`config.mk`:
```
export PLATFORM = sky130hd
export DESIGN_NAME = serreg_port
export DESIGN_NICKNAME = d
export VERILOG_FILES = /design/src/rtl/serreg_pkg.sv /design/src/rtl/serreg_sync.sv /design/src/rtl/serreg_bank.sv /design/src/rtl/serreg_ctrl.sv /design/src/rtl/serreg_port.sv
export SDC_FILE = /design/constraint.sdc
export NUM_CORES = 2
export LEC_CHECK = 0
export BUFFER_PORTS_ARGS = -buffer_cell sky130_fd_sc_hd__buf_2
export CAP_MARGIN = 20
export CORE_MARGIN = 2
export CORE_UTILIZATION = 30
export DETAILED_ROUTE_END_ITERATION = 7
export HOLD_SLACK_MARGIN = 0.12
export PLACE_DENSITY = 0.54
export SYNTH_ARGS = -nofsm -noshare
export SYNTH_HDL_FRONTEND = slang
export SYNTH_SLANG_ARGS = --single-unit
```
`constraint.sdc`:
```
create_clock -name clk -period 3.15 [get_ports clk]
set_clock_uncertainty 0.2 [all_clocks]
set_input_delay 0 -clock clk [delete_from_list [all_inputs] [get_ports clk]]
set_output_delay 0 -clock clk [all_outputs]
set_load 0.1 [all_outputs]
```
`src/rtl/serreg_pkg.sv`:
```
package serreg_pkg;

    typedef enum logic [2:0] {
        ST_IDLE,
        ST_CMD,
        ST_FETCH,
        ST_RDATA,
        ST_WDATA,
        ST_COMMIT,
        ST_HOLD
    } srp_state_e;

    typedef enum logic {
        MODE_SPI = 1'b0,
        MODE_LSB = 1'b1
    } srp_mode_e;

endpackage

```
`src/rtl/serreg_sync.sv`:
```
module serreg_sync #(
    parameter int          W    = 4,
    parameter logic [W-1:0] INIT = '0
) (
    input  logic         clk,
    input  logic         rst_n,
    input  logic [W-1:0] d,
    output logic [W-1:0] q
);

    logic [W-1:0] stage1;

    // Two flops per bit: every pin sees the same latency, so data stays
    // aligned with the clock edges that are detected from it.
    always_ff @(posedge clk or negedge rst_n) begin
        if (!rst_n) begin
            stage1 <= INIT;
            q      <= INIT;
        end else begin
            stage1 <= d;
            q      <= stage1;
        end
    end

endmodule

```
`src/rtl/serreg_bank.sv`:
```
module serreg_bank #(
    parameter int AW = 7,
    parameter int DW = 8
) (
    input  logic          clk,
    input  logic          rst_n,
    input  logic          wr_en,
    input  logic [AW-1:0] addr,
    input  logic [DW-1:0] wr_data,
    output logic [DW-1:0] rd_data
);

    localparam int DEPTH = 1 << AW;

    logic [DW-1:0] rd_bus [DEPTH];

    // One register per entry, each with its own write decode.
    for (genvar g = 0; g < DEPTH; g++) begin : g_ent
        logic [DW-1:0] q;

        always_ff @(posedge clk or negedge rst_n) begin
            if (!rst_n) begin
                q <= '0;
            end else if (wr_en && (addr == AW'(g))) begin
                q <= wr_data;
            end
        end

        assign rd_bus[g] = q;
    end

    assign rd_data = rd_bus[addr];

endmodule

```
`src/rtl/serreg_ctrl.sv`:
```
module serreg_ctrl
    import serreg_pkg::*;
#(
    parameter int AW = 7,
    parameter int DW = 8
) (
    input  logic          clk,
    input  logic          rst_n,
    input  logic          cs_s,
    input  logic          sclk_s,
    input  logic          dio_s,
    input  logic          rx_s,
    input  logic [DW-1:0] rd_data,
    output logic [AW-1:0] addr,
    output logic          wr_en,
    output logic [DW-1:0] wr_data,
    output logic          dio_out,
    output logic          dio_oe,
    output srp_state_e    st,
    output srp_mode_e     mode,
    output logic          rd_flag,
    output logic          sclk_fall
);

    localparam int CW    = AW + 1;
    localparam int MAXW  = (CW > DW) ? CW : DW;
    localparam int CNT_W = $clog2(MAXW) + 1;

    srp_state_e       nxt;
    logic             cs_d;
    logic             sclk_d;
    logic             cs_fall;
    logic             sclk_rise;
    logic             lsb;
    logic             rx_bit;
    logic [CNT_W-1:0] cnt;
    logic [CW-1:0]    cmd_sr;
    logic [DW-1:0]    dat_sr;
    logic [DW-1:0]    tx_sr;

    // Edge detection on the synchronised pins.
    always_ff @(posedge clk or negedge rst_n) begin
        if (!rst_n) begin
            cs_d   <= 1'b1;
            sclk_d <= 1'b0;
        end else begin
            cs_d   <= cs_s;
            sclk_d <= sclk_s;
        end
    end

    assign cs_fall   = cs_d & ~cs_s;
    assign sclk_rise = sclk_s & ~sclk_d;
    assign sclk_fall = ~sclk_s & sclk_d;
    assign lsb       = (mode == MODE_LSB);
    assign rx_bit    = lsb ? dio_s : rx_s;

    // State register.
    always_ff @(posedge clk or negedge rst_n) begin
        if (!rst_n) begin
            st <= ST_IDLE;
        end else begin
            st <= nxt;
        end
    end

    // Next-state logic.
    always_comb begin
        nxt = st;
        unique case (st)
            ST_IDLE: begin
                if (cs_fall) begin
                    nxt = ST_CMD;
                end
            end
            ST_CMD: begin
                if (cs_s) begin
                    nxt = ST_IDLE;
                end else if (sclk_rise && (cnt == CNT_W'(CW - 1))) begin
                    nxt = rd_flag ? ST_FETCH : ST_WDATA;
                end
            end
            ST_FETCH: begin
                nxt = cs_s ? ST_IDLE : ST_RDATA;
            end
            ST_RDATA: begin
                if (cs_s) begin
                    nxt = ST_IDLE;
                end else if (sclk_rise && (cnt == CNT_W'(DW - 1))) begin
                    nxt = ST_HOLD;
                end
            end
            ST_WDATA: begin
                if (cs_s) begin
                    nxt = ST_IDLE;
                end else if (sclk_rise && (cnt == CNT_W'(DW - 1))) begin
                    nxt = ST_COMMIT;
                end
            end
            ST_COMMIT: begin
                // All 16 bits have arrived, so the write goes ahead even if
                // chip select has just risen.
                nxt = ST_HOLD;
            end
            ST_HOLD: begin
                if (cs_s) begin
                    nxt = ST_IDLE;
                end
            end
            default: nxt = ST_IDLE;
        endcase
    end

    // Shifters, bit counter and latched mode.
    always_ff @(posedge clk or negedge rst_n) begin
        if (!rst_n) begin
            cnt     <= '0;
            mode    <= MODE_SPI;
            rd_flag <= 1'b0;
            cmd_sr  <= '0;
            dat_sr  <= '0;
            tx_sr   <= '0;
        end else begin
            unique case (st)
                ST_IDLE: begin
                    cnt <= '0;
                    if (cs_fall) begin
                        mode <= sclk_s ? MODE_LSB : MODE_SPI;
                    end
                end
                ST_CMD: begin
                    if (sclk_rise) begin
                        // The direction bit comes first in both modes.
                        if (cnt == '0) begin
                            rd_flag <= rx_bit;
                        end
                        cmd_sr <= lsb ? {rx_bit, cmd_sr[CW-1:1]}
                                      : {cmd_sr[CW-2:0], rx_bit};
                        cnt    <= (cnt == CNT_W'(CW - 1)) ? '0
                                                          : cnt + CNT_W'(1);
                    end
                end
                ST_FETCH: begin
                    tx_sr <= rd_data;
                end
                ST_RDATA: begin
                    if (sclk_rise) begin
                        cnt <= cnt + CNT_W'(1);
                    end
                    if (sclk_fall) begin
                        tx_sr <= lsb ? {1'b0, tx_sr[DW-1:1]}
                                     : {tx_sr[DW-2:0], 1'b0};
                    end
                end
                ST_WDATA: begin
                    if (sclk_rise) begin
                        cnt    <= cnt + CNT_W'(1);
                        dat_sr <= lsb ? {rx_bit, dat_sr[DW-1:1]}
                                      : {dat_sr[DW-2:0], rx_bit};
                    end
                end
                default: ;
            endcase
        end
    end

    // Output register for the first data pin.
    always_ff @(posedge clk or negedge rst_n) begin
        if (!rst_n) begin
            dio_out <= 1'b0;
            dio_oe  <= 1'b0;
        end else if (cs_s || (st == ST_IDLE)) begin
            dio_oe <= 1'b0;
        end else if ((st == ST_RDATA) && sclk_fall) begin
            dio_out <= lsb ? tx_sr[0] : tx_sr[DW-1];
            dio_oe  <= 1'b1;
        end
    end

    // Command decode: LSB-first mode receives a0 first, SPI mode a6 first.
    assign addr    = lsb ? cmd_sr[CW-1:1] : cmd_sr[AW-1:0];
    assign wr_en   = (st == ST_COMMIT);
    assign wr_data = dat_sr;

endmodule

```
`src/rtl/serreg_port.sv`:
```
module serreg_port
    import serreg_pkg::*;
#(
    parameter int ADDR_W = 7,
    parameter int DATA_W = 8
) (
    input  logic clk,
    input  logic rst_n,
    input  logic cs_n,
    input  logic sclk,
    input  logic dio_in,
    input  logic rx_in,
    output logic dio_out,
    output logic dio_oe
);

    logic [3:0]        pins_s;
    logic              cs_s;
    logic              sclk_s;
    logic              dio_s;
    logic              rx_s;
    logic [ADDR_W-1:0] addr;
    logic              wr_en;
    logic [DATA_W-1:0] wr_data;
    logic [DATA_W-1:0] rd_data;
    srp_state_e        st;
    srp_mode_e         mode;
    logic              rd_flag;
    logic              sclk_fall;

    serreg_sync #(
        .W    (4),
        .INIT (4'b1000)
    ) u_sync (
        .clk   (clk),
        .rst_n (rst_n),
        .d     ({cs_n, sclk, dio_in, rx_in}),
        .q     (pins_s)
    );

    assign cs_s   = pins_s[3];
    assign sclk_s = pins_s[2];
    assign dio_s  = pins_s[1];
    assign rx_s   = pins_s[0];

    serreg_ctrl #(
        .AW (ADDR_W),
        .DW (DATA_W)
    ) u_ctrl (
        .clk       (clk),
        .rst_n     (rst_n),
        .cs_s      (cs_s),
        .sclk_s    (sclk_s),
        .dio_s     (dio_s),
        .rx_s      (rx_s),
        .rd_data   (rd_data),
        .addr      (addr),
        .wr_en     (wr_en),
        .wr_data   (wr_data),
        .dio_out   (dio_out),
        .dio_oe    (dio_oe),
        .st        (st),
        .mode      (mode),
        .rd_flag   (rd_flag),
        .sclk_fall (sclk_fall)
    );

    serreg_bank #(
        .AW (ADDR_W),
        .DW (DATA_W)
    ) u_bank (
        .clk     (clk),
        .rst_n   (rst_n),
        .wr_en   (wr_en),
        .addr    (addr),
        .wr_data (wr_data),
        .rd_data (rd_data)
    );

endmodule

```
Yosys cells after proc, flatten, opt, wreduce, memory -nomap -nowiden

Index checks and enable logic that the tools add are counted.
W data, S select, Z words.

Word-level logic and storage cells: 468
Input bits: 6
Register bits: 1069
Output and inout bits: 2

Mux-type cells: 29
Reduce and logical (&&, ||, !) cells: 146
Bitwise logic cells: 8
Eq/ne operators: 142
Order comparisons: 1
Add/subtract/negate cells: 1

Operators with widths:

| kind                 | count |
|---|---|
| $eq A7 B7 Y1 const B | 64 |
| $eq A7 B6 Y1 const B | 32 |
| $logic_and A1 B1 Y1  | 130 |
| $eq A7 B5 Y1 const B | 16 |
| $bmux W8 S7          | 1 |
| $eq A7 B4 Y1 const B | 8 |
| $mux W8              | 6 |
| $eq A7 B3 Y1 const B | 4 |
| $mux W3              | 9 |
| $pmux W3 S7          | 1 |
| $pmux W8 S2          | 1 |
| $eq A7 B2 Y1 const B | 2 |
| $mux W4              | 3 |
| $pmux W4 S3          | 1 |
| $reduce_and A2 Y1    | 5 |
| $eq A3 B3 Y1 const B | 3 |
| $ne A3 B2 Y1 const B | 3 |
| $ge A8 B8 Y1 const B | 1 |
| $ne A2 B1 Y1 const B | 4 |
| $not A7 Y8           | 1 |
| $eq A7 B1 Y1 const B | 1 |
| $logic_not A7 Y1     | 1 |
| $mux W7              | 1 |
| $eq A3 B2 Y1 const B | 2 |
| other kinds (16)     | 27 |

Depth between registers and ports, before layout

Depth after elaboration: 6
Mapped depth: 12
Mapped depth without buffers: 8

Cells and area by module

Synthesis repeated with hierarchy kept, for this count alone.

Cell total of the unflattened synthesis: 3334
Area total of the unflattened synthesis: 49759.0 um^2

By module, submodules not included:

| module      | seq. area each (um^2) | cells each | times used | area an instance (um^2) |
|---|---|---|---|---|
| serreg_bank | 25624.6               | 3113       | 1          | 47405.5 |
| serreg_ctrl | 927.1                 | 213        | 1          | 2150.8 |
| serreg_sync | 202.7                 | 8          | 1          | 202.7 |

Least setup slack after synthesis

Ideal clock, no wire load.

Kind: register to register
Start: register u_ctrl.mode
End: register u_bank.g_ent[53].q[0]
Period minus slack after synthesis: 2.605 ns
Arrival: 2.280 ns
Cell stages (with the launch flop): 9
Data required time: 2.825 ns
Path slack: 0.545 ns
Path buffers: 3
Setup time: 0.125 ns
Cell sequence: dfrtp_1 -> buf_4 -> buf_6 -> nor3b_2 -> nor2_1 -> nor3_2 -> and3_1 -> buf_4 -> mux2_2

Longest elaborated chain between the ends: 3

RTL lines:

| element                  | line               | RTL |
|---|---|---|
| start: declaration       | serreg_ctrl.sv:20  | `output srp_mode_e mode,` |
| start signal: assignment | serreg_ctrl.sv:128 | `mode <= sclk_s ? MODE_LSB : MODE_SPI;` |
| $mux W7                  | serreg_ctrl.sv:181 | `assign addr = lsb ? cmd_sr[CW-1:1] : cmd_sr[AW-1:0];` |
| $eq A7 B6 Y1             | serreg_bank.sv:24  | `end else if (wr_en && (addr == AW'(g))) begin` |
| $logic_and A1 B1 Y1      | serreg_bank.sv:24  |  |
| end signal: assignment   | serreg_bank.sv:25  | `q <= wr_data;` |
| end: declaration         | serreg_bank.sv:19  | `logic [DW-1:0] q;` |

No other way between the ends.
A chain may end at the register's enable or synchronous reset.

Worst setup path in the final report

Start: register u_ctrl.mode
End: register u_ctrl.tx_sr[6]

Longest elaborated chain between the ends: 6
Elaborated cells on any way between the ends: 8
Classes of those cells: mux: 7; bitwise: 1

RTL lines:

| element                                     | line               | RTL |
|---|---|---|
| $mux W7                                     | serreg_ctrl.sv:181 |  |
| $not A7 Y8 (not written as such)            | serreg_bank.sv:32  | `assign rd_data = rd_bus[addr];` |
| $bmux W8 S7                                 | serreg_bank.sv:32  |  |
| $mux W8 (not written as such) (2 in series) | serreg_bank.sv:32  |  |
| $pmux W8 S2 (*)                             | serreg_ctrl.sv:124 | `unique case (st)` |
| end signal: assignment                      | serreg_ctrl.sv:144 | `tx_sr <= rd_data;` |
| end signal: assignment                      | serreg_ctrl.sv:151 | `tx_sr <= lsb ? {1'b0, tx_sr[DW-1:1]}` |
| end: declaration                            | serreg_ctrl.sv:39  | `logic [DW-1:0] tx_sr;` |

Mark *: on every way between the ends. The rest lies on a longest branch, timed or not. The select of a mux whose other input is x is not followed.

==> key figures <==
Power
  – Final Total Pwr: 50.2 mW
  – Power per cell area: 754 nW/um^2
  – Leak Pwr: 29.5 nW
  – Maximum vdd drop: between 0.5 and 0.6 mV

Floorplan
  – I/O pins: 8
  – Die H: between 400 and 500 um
  – Starting Density: 30.1%
  – DIE WIDTH: around 430 um
  – Die Area: about 180000 um^2
  – Num rows: about 160
  – Core area: 180000 um^2

Synth
  – Synth Flop Type: dfrtp_1
  – Synth warn: 0
  – Yosys reg bits: roughly 1.1k
  – Register area share after synthesis: 49.2%
  – Post-synthesis cell area: roughly 54000 um^2
  – Async SR Flop Fraction: 100%
  – Yosys cell types: 68
  – Post-synth EDFFs: 0
  – Syn Inst Count: 4939
  – Syn Area/Cell: 11.0 um^2
  – Post-Syn Nets: 4947

STA
  – Period utilization: 100%
  – Setup-failing EPs final: 1
  – Relative slew slack: 26.5%
  – Worst-Margin Slew: ~1100 ps
  – Minimum clock period: 3160 ps
  – Setup_tns: -12.5 ps
  – Final WS setup: -12.5 ps
  – Max Slew Vio Count: 0
  – RSZ-0062 raised after global routing: true
  – Final hold violation count: 0
  – F_max: 316 MHz

Global routing
  – Initial antenna violation count: 3
  – Tot GR Track Use: 19.7%
  – Grt ovf: 0
  – Vias in the first global route: roughly 42k
  – Largest net degree at the start of global routing: 118
  – First-pass GRT wire length: between 200000 and 300000 um

Clock tree
  – Clk Latency, worst-skew pair: about 780 ps
  – CTS tree: done
  – Clk slew on worst S/H paths: 60 ps
  – CTS buffer count: 120
  – CTS Sinks: 1069
  – Longest Clk Path Bufs: 3
  – Level count of the clock H-tree: 3
  – Clk root buf: clkbuf_16

Detailed routing
  – Post-route antenna net violation count: 0
  – Via count: 42.6k
  – DRC: 0
  – DRT iter0 DRCs: just over 4k
  – Via density: 5.58
  – WL/cell: around 24 um
  – DRT Pass-1 Iters: 7
  – Final wirelength: 187000 um

Setup path
  – WS Path Type: reg -> reg
  – Setup crit end kind: flip-flop
  – Worst EP arrival: approximately 3600 ps
  – CP Max Fanout: 12
  – Startpoint types: flip-flop
  – Req. time, crit path: 3600 ps

Placement
  – IO Port Bufs: 7
  – Final GP Congestion: about 0.91
  – Placed cell count: 7376
  – Detailed placer's ending HPWL: approximately 120000 um

Final layout
  – Fin cells: 7641
  – Final design utilization: 36.9%
  – Share of layout cells above drive strength 1: between 30% and 40%
  – Final nets: 5171
  – Area delta synth->final: 22.3%

Status
  – Status: finished, violations left
  – Failing checks: negative setup slack

Run
  – Max cap viols: 0

Hold path
  – Worst hold-check path type: reg -> reg
==> cells in the final DEF (no fill, tap or decap), types with 62 or more instances in the layout <==
cell / n
clkbuf_16: 125
buf_12: 135
nand2b_1: 171
buf_4: 388
a221oi_1: 338
mux2i_1: 80
o21ai_1: 62
nor2_1: 176
dfrtp_1: 1055
mux2_2: 1013
nand3_1: 214
nand2_1: 467
o21ai_0: 272
o22ai_1: 126
==> what timing repair did <==
action | in CTS | in global routing
hold buffers | 11 | 0
resized for setup | 66 | 107
buffers inserted | 4 | 16
hold endpoints to repair | 1073 | 0
gates cloned | 2 | 5
setup endpoints to repair | 364 | 175
pin swaps | 15 | 46
==> through the flow <==
step                hold WS [ps]  area, um^2  setup WS (ps)
finish                       154       66500          -12.5
global route                 165       66500          -27.1
CTS                          156       66000           2.97
detailed placement          -179       61200           -380
global placement            -181       61200           -352
floorplan                   -496       54400            545
==> where the power goes <==
group	switching (mW)	total [mW]	internal (mW)
combinational	13.3	20.8	7.58
clock	6.11	15.3	9.18
sequential	0.163	14.0	13.9
total	19.5	50.2	30.6
==> layout make-up <==
cell class                      instances  area, um^2
Antenna cell                            4        10.0
Inverter                               17        68.8
Timing Repair Buffer                  560        6130
Fill cell                           17700      114000
Multi-Input combinational cell       3395       26200
Sequential cell                      1069       26800
Tap cell                             2370        2970
Clock inverter                         54         805
Clock buffer                          172        3530
==> registers in the layout, summed over array words and instances (netlist names) <==
register,flops
u_bank.g_ent.q,1024
u_ctrl.cmd_sr,8
u_ctrl.tx_sr,8
u_ctrl.wr_data,8
u_ctrl.cnt,4
u_sync.q,4
u_sync.stage1,4
u_ctrl.st,3
u_ctrl.cs_d,1
u_ctrl.dio_oe,1
u_ctrl.dio_out,1
u_ctrl.mode,1
u_ctrl.rd_flag,1
u_ctrl.sclk_d,1
==> Yosys cell counts, types with 12 or more instances <==
cell      instances  area (um^2)
buf_1            34          128
o22ai_1         127          795
nor3_1           12         60.1
a41oi_1          22          193
dfrtp_1        1066        26700
nor2_2           54          338
o31ai_1          69          518
o32ai_1          12          105
a21oi_1          26          130
a221oi_1        345         3020
o211ai_1         20          150
a31oi_1          13         81.3
nand4_1          34          213
nand3_1         216         1080
clkbuf_1        312         1170
buf_4            15          113
nor2_1          183          687
a22oi_1          30          225
buf_2            92          460
nand2b_1        172         1080
mux2_1           12          135
o21ai_0         333         1670
nand2_2          24          150
mux2_2         1013        11400
mux2i_1          82          821
nand2_1         482         1810
inv_1            15         56.3
==> worst max-delay path, stage by stage (launching register included) <==
cell,delay (ps)
dfrtp_4,510
mux2_8,380
buf_4,180
clkbuf_16,180
mux2i_1,150
o31ai_1,380
nand4_1,160
a22o_1,290
o41ai_1,430
a22oi_1,160
==> routing by layer <==
layer / global-route usage, % / share of wire, % / wire, um / up-vias
met2: 30.4 / 45 / 84800 / 1345
met1: 28.1 / 46 / 85000 / 22200
met5: 0 / 0.012 / 23 / -
met3: 3.33 / 6.2 / 11600 / 291
li1: - / - / - / 18800
met4: 6.15 / 2.9 / 5330 / 4
==> kinds of logic after synthesis <==
group           count (synthesis)  share of synthesized area (%)
compound gates               1052                           13.6
fa+ha+maj                       2                         0.0460
simple gates                 1233                           10.8
mux                          1108                           22.8
flops                        1069                           49.2
buf+inv                       475                           3.65
==> worst paths after layout <==
check | start | slack, ps | cells after the start | to
worst min register to register | u_sync.stage1[0] | 150 | 0 | u_sync.q[0]
worst max-delay path | u_ctrl.mode | -10 | 9 | u_ctrl.tx_sr[6]
worst min-delay path | u_sync.stage1[0] | 150 | 0 | u_sync.q[0]
worst max register to register | u_ctrl.mode | -10 | 9 | u_ctrl.tx_sr[6]
min in group asynchronous | rst_n | 330 | 4 | u_bank.g_ent[118].q[5]
max in group asynchronous | rst_n | 1400 | 6 | u_bank.g_ent[21].q[4]
Power figures use the tool's default switching activity.
